<file path="src/rtl/eewc_pkg.sv">
// Shared types for the serial EEPROM word controller.
// Assumes a three-bit command head (start + 2-bit opcode) before the address.
package eewc_pkg;

    typedef enum logic [3:0] {
        ST_IDLE,
        ST_CSUP,
        ST_SKUP,
        ST_BITLO,
        ST_BITHI,
        ST_ENDLO,
        ST_CSDN,
        ST_SKHI,
        ST_POLL
    } eewc_state_e;

    typedef enum logic [2:0] {
        FK_READ,
        FK_UNLOCK,
        FK_WRITE,
        FK_POLL,
        FK_RELOCK
    } eewc_kind_e;

    localparam logic [1:0] OP_READ  = 2'b10;
    localparam logic [1:0] OP_WRITE = 2'b01;
    localparam logic [1:0] OP_MISC  = 2'b00;

endpackage

</file>
<file path="src/rtl/eewc_tick.sv">
// Half-period strobe generator for the serial clock.
// Counts DIV system clocks while enabled; restarts from zero when disabled.
module eewc_tick #(
    parameter int DIV = 4
) (
    input  logic clk,
    input  logic rst_n,
    input  logic en,
    output logic tick
);
    localparam int CNT_W = (DIV > 1) ? $clog2(DIV) : 1;

    logic [CNT_W-1:0] cnt;

    assign tick = en && (cnt == CNT_W'(DIV - 1));

    // Advance the divider while enabled, wrap on each strobe.
    always_ff @(posedge clk) begin
        if (!rst_n || !en || tick) begin
            cnt <= '0;
        end else begin
            cnt <= cnt + 1'b1;
        end
    end
endmodule

</file>
<file path="src/rtl/eewc_poll_timer.sv">
// Ready-poll pacing: strobes chk every INTERVAL clocks while enabled and
// flags the LIMIT-th strobe as last. Cleared whenever disabled.
module eewc_poll_timer #(
    parameter int INTERVAL = 20000,
    parameter int LIMIT    = 200
) (
    input  logic clk,
    input  logic rst_n,
    input  logic en,
    output logic chk,
    output logic last
);
    localparam int IW = (INTERVAL > 1) ? $clog2(INTERVAL) : 1;
    localparam int LW = $clog2(LIMIT + 1);

    logic [IW-1:0] icnt;
    logic [LW-1:0] att;

    assign chk  = en && (icnt == IW'(INTERVAL - 1));
    assign last = (att == LW'(LIMIT - 1));

    // Interval counter between DO samples.
    always_ff @(posedge clk) begin
        if (!rst_n || !en || chk) begin
            icnt <= '0;
        end else begin
            icnt <= icnt + 1'b1;
        end
    end

    // Number of samples already taken in this poll.
    always_ff @(posedge clk) begin
        if (!rst_n || !en) begin
            att <= '0;
        end else if (chk) begin
            att <= att + 1'b1;
        end
    end
endmodule

</file>
<file path="src/rtl/eewc_frame.sv">
// Builds the left-justified bit string and clock count for one frame kind.
// Purely combinational; the sequencer loads it when a frame opens.
module eewc_frame
    import eewc_pkg::*;
#(
    parameter int ADDR_W = 8,
    parameter int DATA_W = 16
) (
    input  eewc_kind_e                       kind,
    input  logic [ADDR_W-1:0]                addr,
    input  logic [DATA_W-1:0]                wdata,
    output logic [3+ADDR_W+DATA_W-1:0]       bits,
    output logic [$clog2(3+ADDR_W+DATA_W+1)-1:0] nbits
);
    localparam int CMD_W   = 3 + ADDR_W;
    localparam int FRAME_W = CMD_W + DATA_W;
    localparam int CW      = $clog2(FRAME_W + 1);
    localparam logic [ADDR_W-1:0] UNLOCK_FIELD = {2'b11, {(ADDR_W-2){1'b0}}};

    // Select opcode, address field, payload and length per kind.
    always_comb begin
        bits  = '0;
        nbits = CW'(CMD_W);
        unique case (kind)
            FK_READ: begin
                bits  = {1'b1, OP_READ, addr, {DATA_W{1'b0}}};
                nbits = CW'(FRAME_W);
            end
            FK_WRITE: begin
                bits  = {1'b1, OP_WRITE, addr, wdata};
                nbits = CW'(FRAME_W);
            end
            FK_UNLOCK: bits = {1'b1, OP_MISC, UNLOCK_FIELD, {DATA_W{1'b0}}};
            FK_RELOCK: bits = {1'b1, OP_MISC, {ADDR_W{1'b0}}, {DATA_W{1'b0}}};
            default: begin
                bits  = '0;
                nbits = '0;
            end
        endcase
    end
endmodule

</file>
<file path="src/rtl/eeprom_word_ctrl.sv">
// Word-level master for a three-wire serial EEPROM.
// Accepts one read or write at a time, frames CS/SK/DI around each command,
// polls DO for write completion, and reports data or a timeout flag.
// Assumes HALF_DIV >= 2 system clocks per SK level and a synchronous DO.
module eeprom_word_ctrl
    import eewc_pkg::*;
#(
    parameter int ADDR_W   = 8,
    parameter int DATA_W   = 16,
    parameter int HALF_DIV = 4,
    parameter int POLL_DIV = 20000,
    parameter int POLL_MAX = 200
) (
    input  logic              clk,
    input  logic              rst_n,
    input  logic              req_valid,
    input  logic              req_write,
    input  logic [ADDR_W-1:0] req_addr,
    input  logic [DATA_W-1:0] req_wdata,
    output logic              busy,
    output logic              done,
    output logic [DATA_W-1:0] rd_data,
    output logic              wr_err,
    output logic              cs_o,
    output logic              sk_o,
    output logic              di_o,
    input  logic              do_i,
    output logic              pre_o
);
    localparam int CMD_W   = 3 + ADDR_W;
    localparam int FRAME_W = CMD_W + DATA_W;
    localparam int CW      = $clog2(FRAME_W + 1);

    eewc_state_e         state;
    eewc_kind_e          kind_q;
    logic [ADDR_W-1:0]   addr_q;
    logic [DATA_W-1:0]   wdata_q;
    logic [FRAME_W-1:0]  shreg;
    logic [CW-1:0]       bitcnt;
    logic                cap_pend;
    logic [FRAME_W-1:0]  frame_bits;
    logic [CW-1:0]       frame_nbits;
    logic                tick;
    logic                tick_en;
    logic                poll_chk;
    logic                poll_last;
    logic                is_in_bit;

    assign pre_o     = 1'b0;
    assign tick_en   = (state != ST_IDLE) && (state != ST_POLL);
    assign is_in_bit = (kind_q == FK_READ) && (bitcnt <= CW'(DATA_W));

    eewc_tick #(.DIV(HALF_DIV)) u_tick (
        .clk  (clk),
        .rst_n(rst_n),
        .en   (tick_en),
        .tick (tick)
    );

    eewc_poll_timer #(.INTERVAL(POLL_DIV), .LIMIT(POLL_MAX)) u_poll (
        .clk  (clk),
        .rst_n(rst_n),
        .en   (state == ST_POLL),
        .chk  (poll_chk),
        .last (poll_last)
    );

    eewc_frame #(.ADDR_W(ADDR_W), .DATA_W(DATA_W)) u_frame (
        .kind (kind_q),
        .addr (addr_q),
        .wdata(wdata_q),
        .bits (frame_bits),
        .nbits(frame_nbits)
    );

    // Sequencer: request intake, per-half-period pin steps, poll and chaining.
    always_ff @(posedge clk) begin
        if (!rst_n) begin
            state    <= ST_IDLE;
            kind_q   <= FK_READ;
            addr_q   <= '0;
            wdata_q  <= '0;
            shreg    <= '0;
            bitcnt   <= '0;
            cap_pend <= 1'b0;
            rd_data  <= '0;
            wr_err   <= 1'b0;
            busy     <= 1'b0;
            done     <= 1'b0;
            cs_o     <= 1'b0;
            sk_o     <= 1'b0;
            di_o     <= 1'b0;
        end else begin
            done <= 1'b0;
            unique case (state)
                ST_IDLE: begin
                    if (req_valid) begin
                        kind_q  <= req_write ? FK_UNLOCK : FK_READ;
                        addr_q  <= req_addr;
                        wdata_q <= req_wdata;
                        wr_err  <= 1'b0;
                        busy    <= 1'b1;
                        state   <= ST_CSUP;
                    end
                end
                ST_CSUP: if (tick) begin
                    cs_o  <= 1'b1;
                    state <= ST_SKUP;
                end
                ST_SKUP: if (tick) begin
                    sk_o <= 1'b1;
                    if (kind_q == FK_POLL) begin
                        state <= ST_POLL;
                    end else begin
                        shreg  <= frame_bits;
                        bitcnt <= frame_nbits;
                        state  <= ST_BITLO;
                    end
                end
                ST_BITLO: if (tick) begin
                    if (cap_pend) rd_data <= {rd_data[DATA_W-2:0], do_i};
                    sk_o  <= 1'b0;
                    di_o  <= is_in_bit ? 1'b0 : shreg[FRAME_W-1];
                    state <= ST_BITHI;
                end
                ST_BITHI: if (tick) begin
                    sk_o     <= 1'b1;
                    cap_pend <= is_in_bit;
                    shreg    <= shreg << 1;
                    bitcnt   <= bitcnt - 1'b1;
                    state    <= (bitcnt == CW'(1)) ? ST_ENDLO : ST_BITLO;
                end
                ST_POLL: if (poll_chk) begin
                    if (do_i) begin
                        state <= ST_ENDLO;
                    end else if (poll_last) begin
                        wr_err <= 1'b1;
                        state  <= ST_ENDLO;
                    end
                end
                ST_ENDLO: if (tick) begin
                    if (cap_pend) rd_data <= {rd_data[DATA_W-2:0], do_i};
                    cap_pend <= 1'b0;
                    sk_o     <= 1'b0;
                    di_o     <= 1'b0;
                    state    <= ST_CSDN;
                end
                ST_CSDN: if (tick) begin
                    cs_o  <= 1'b0;
                    state <= ST_SKHI;
                end
                ST_SKHI: if (tick) begin
                    sk_o <= 1'b1;
                    unique case (kind_q)
                        FK_UNLOCK: begin kind_q <= FK_WRITE;  state <= ST_CSUP; end
                        FK_WRITE:  begin kind_q <= FK_POLL;   state <= ST_CSUP; end
                        FK_POLL:   begin kind_q <= FK_RELOCK; state <= ST_CSUP; end
                        default: begin
                            busy  <= 1'b0;
                            done  <= 1'b1;
                            state <= ST_IDLE;
                        end
                    endcase
                end
                default: state <= ST_IDLE;
            endcase
        end
    end
endmodule

</file>
<file path="config.mk">
export PLATFORM = sky130hd
export DESIGN_NAME = eeprom_word_ctrl
export DESIGN_NICKNAME = d
export VERILOG_FILES = /design/src/rtl/eewc_pkg.sv /design/src/rtl/eewc_tick.sv /design/src/rtl/eewc_poll_timer.sv /design/src/rtl/eewc_frame.sv /design/src/rtl/eeprom_word_ctrl.sv
export SDC_FILE = /design/constraint.sdc
export NUM_CORES = 1
export LEC_CHECK = 0
export ABC_AREA = 1
export BUFFER_PORTS_ARGS = -buffer_cell sky130_fd_sc_hd__buf_4
export CORE_AREA = 10 10 141 143
export CTS_CLUSTER_SIZE = 40
export DETAILED_ROUTE_END_ITERATION = 8
export DIE_AREA = 0 0 151 153
export PLACE_DENSITY = 0.54
export SLEW_MARGIN = 10
export SYNTH_ARGS = -nofsm -noshare
export SYNTH_HDL_FRONTEND = slang
export SYNTH_SLANG_ARGS = --single-unit
</file>
<file path="constraint.sdc">
create_clock -name clk -period 1.7 [get_ports clk]
set_clock_uncertainty 0.2 [all_clocks]
set_input_delay 0.34 -clock clk [delete_from_list [all_inputs] [get_ports clk]]
set_output_delay 0.34 -clock clk [all_outputs]
set_load 0.01 [all_outputs]
</file>
==> out/qor.yml <==
outcome: "completed"
startpoint: "state[3]"
wl_um: 12370
synth_edf_count: 0
worstReg2RegStart: "state[3]"
dp_hpwl_um: 8434
critPathTopFamily: "simple AND/OR/NAND/NOR gates"
setup_violations: 0
placed_cells: 979
post_drt_wl_per_cell_um: 12.27
cts_hold_buf: 0
die_h_um: 153
ys_ff_latch: 111
synth_area_sq_um: 5001
synth_area_leaders: "dfxtp_1 (44%), a21oi_1 (11%), nand2_1 (8.1%), nand3_1 (6.0%), o21ai_0 (5.8%)"
yosys_warnings: 0
syn_nets: 712
antenna_cells: 0
period_minus_slack_ps: 1666
ys_async_sr_fraction: 0
finalPower_mw: 7.964
gp_congestion: 0.7989
start_util: 0.2932
htreeDepth: 3
synth_cells: 677
avgSynthCellArea_sq_um: 7.387
grt_overflow: 0
fmax_ghz: 0.6003
antenna_found_initial: 0
placed_area_sq_um: 6003
cp_slowest_cell: "dfxtp_4"
port_buffers: 50
clk_pin_slew_ps: 80
timing.final.crit_share: 0.9798
worstPathCellList: "inv_4 > nand2_4 > inv_4 > buf_6 > nand3_4 > and2_4 > nor2_8 > buf_6 > nand3_1 > a21oi_2"
dp_slack_ps: -77.03
cts_tree: "built"
grt_first_pass_wirelength_um: 20000
grt_pass1_vias: 4297
path_buf_inv: 4
layout_setup_ws_ps: 34.28
core_area_sq_um: 17060
stdcell_area_sq_um: 6676
slowest_delay_ps: 380
nets: 813
critPathKind: "register to register"
gr-usage-all-layers: 0.1032
p_leak_nw: 2.669
synth_top_area_cell: "dfxtp_1"
arrival_ps: 1770
hold_start: "req_addr[1]"
p_per_area_nw_per_um2: 1193
worstSetupEndpointType: "register"
yosysUniqueCellTypes: 39
hold-worst-slack_ps: 46.23
synth_top_area_frac: 0.4443
met3_usage: 0.02923
synth_flop_cell: "dfxtp_1"
die_w_um: 151
vias: 4666
start_kind: "register"
grt_use_met2: 0.1560
synth_seq_area_share: 0.4443
worstPathRequired_ps: 1800
cts_buffers: 9
busiest_layer: "met2"
clockBufferDepth: 2
rows: 48
grt_max_degree: 52
ioPinCount: 52
area_delta_synth_final_pct: 33.50
clock_latency_ps: 360
slew_viol_final: 0
die_area_sq_um: 23100
instances_no_fill: 1008
rsz0062_at_grt: "yes"
ant_nets: 0
drt_first_pass_iters: 4
ff2ff_setup_slack_ps: 30
maxCapViolations: 0
met1_usage: 0.1362
yosys.cell_count.top_type: "dfxtp_1"
via_per_inst: 4.629
ys_top_cells_by_count: "dfxtp_1 (111), a21oi_1 (109), nand2_1 (108)"
irDropWorstVdd_mv: 0.6856
layout-drive-gt1-share: 0.2669
initialDrtViolationCount: 273
hp-class: "primary input to register"
crit_fanout: 5
finalSetupTns_ps: 0
drc: 0
fin_util: 0.3914
hold_viol: 0
cts-root-buf: "clkbuf_16"
cts_num_sinks: 111
## tightest hold or removal path, cell delays in order
cell and delay (ps):
buf_4 70, o21ai_0 70, a21oi_1 100
## state kept, by name (all words and copies together) (netlist names), 2 cells and up
| signal | count |
|---|---|
| state | 4 |
| rd_data | 16 |
| u_poll.att | 8 |
| bitcnt | 5 |
| shreg | 27 |
| u_poll.icnt | 15 |
| kind_q | 3 |
| wdata_q | 16 |
| u_tick.cnt | 2 |
| addr_q | 8 |
## routing by layer
| layer | vias to the layer above | share of wire | routed length, um |
|---|---|---|---|
| li1 | 2469 | - | - |
| met1 | 2122 | 0.50 | 6162 |
| met2 | 62 | 0.44 | 5404 |
| met3 | 13 | 0.051 | 637 |
| met4 | 0 | 0.013 | 165 |
| met5 | - | 0 | 0 |
## cell usage in the layout (no fill, tap or decap), types with 3 or more instances in the layout
cell       instances
a21oi_1           98
a21oi_2           11
a31oi_1            4
buf_12             7
buf_4            106
buf_6              8
clkbuf_16         10
dfxtp_1          106
dfxtp_2            4
ha_1               6
inv_1             55
inv_2              4
inv_4              4
inv_8              4
nand2_1          104
nand2_2            6
nand2_4            4
nand3_1           49
nand3_2           12
nand4_1            6
nor2_1            50
nor2_2             3
nor2_4             8
nor3_1            12
o21ai_0           52
o21ai_1           14
xor2_1             8
## kinds of logic (layout without fill, tap and decap cells)
logic type	Yosys count	count (layout)	synth area share
and+or+nand+nor	269	269	0.2519
AOI/OAI and AO/OA	185	185	0.1891
DFF	111	111	0.4443
buffers and inverters	96	202	0.08306
xor gates and xnor gates	9	9	0.01576
adders and majority gates	6	6	0.01501
other	1	1	0.0007498
## area by class of cell
type                            count  area (sq um)
Inverter                           64         257.7
Clock buffer                        9         225.2
Multi-Input combinational cell    470          2557
Sequential cell                   111          2231
Fill cell                        1807         10380
Timing Repair Buffer              122          1051
Clock inverter                      7         72.57
Tap cell                          225         281.5
## report_power, final
group | total (mW) | internal (mW) | leakage [nW] | switching [mW]
Clock | 2.11 | 1.04 | 0.148 | 1.07
Sequential | 3.07 | 2.89 | 0.903 | 0.182
Combinational | 2.78 | 1.19 | 1.62 | 1.59
## final timing paths
check                       end  depth (start not counted)
hold / removal        addr_q[1]                          3
setup reg to reg     rd_data[4]                         10
hold reg to reg   u_tick.cnt[0]                          1
setup / recovery     rd_data[4]                         10
## what timing repair did
item                       in CTS  in global routing
resized for setup               9                 66
cloned                          0                  3
setup endpoints to repair      28                 86
pin swaps                       2                 27
buffers inserted                2                  8
Power figures use the tool's default switching activity.
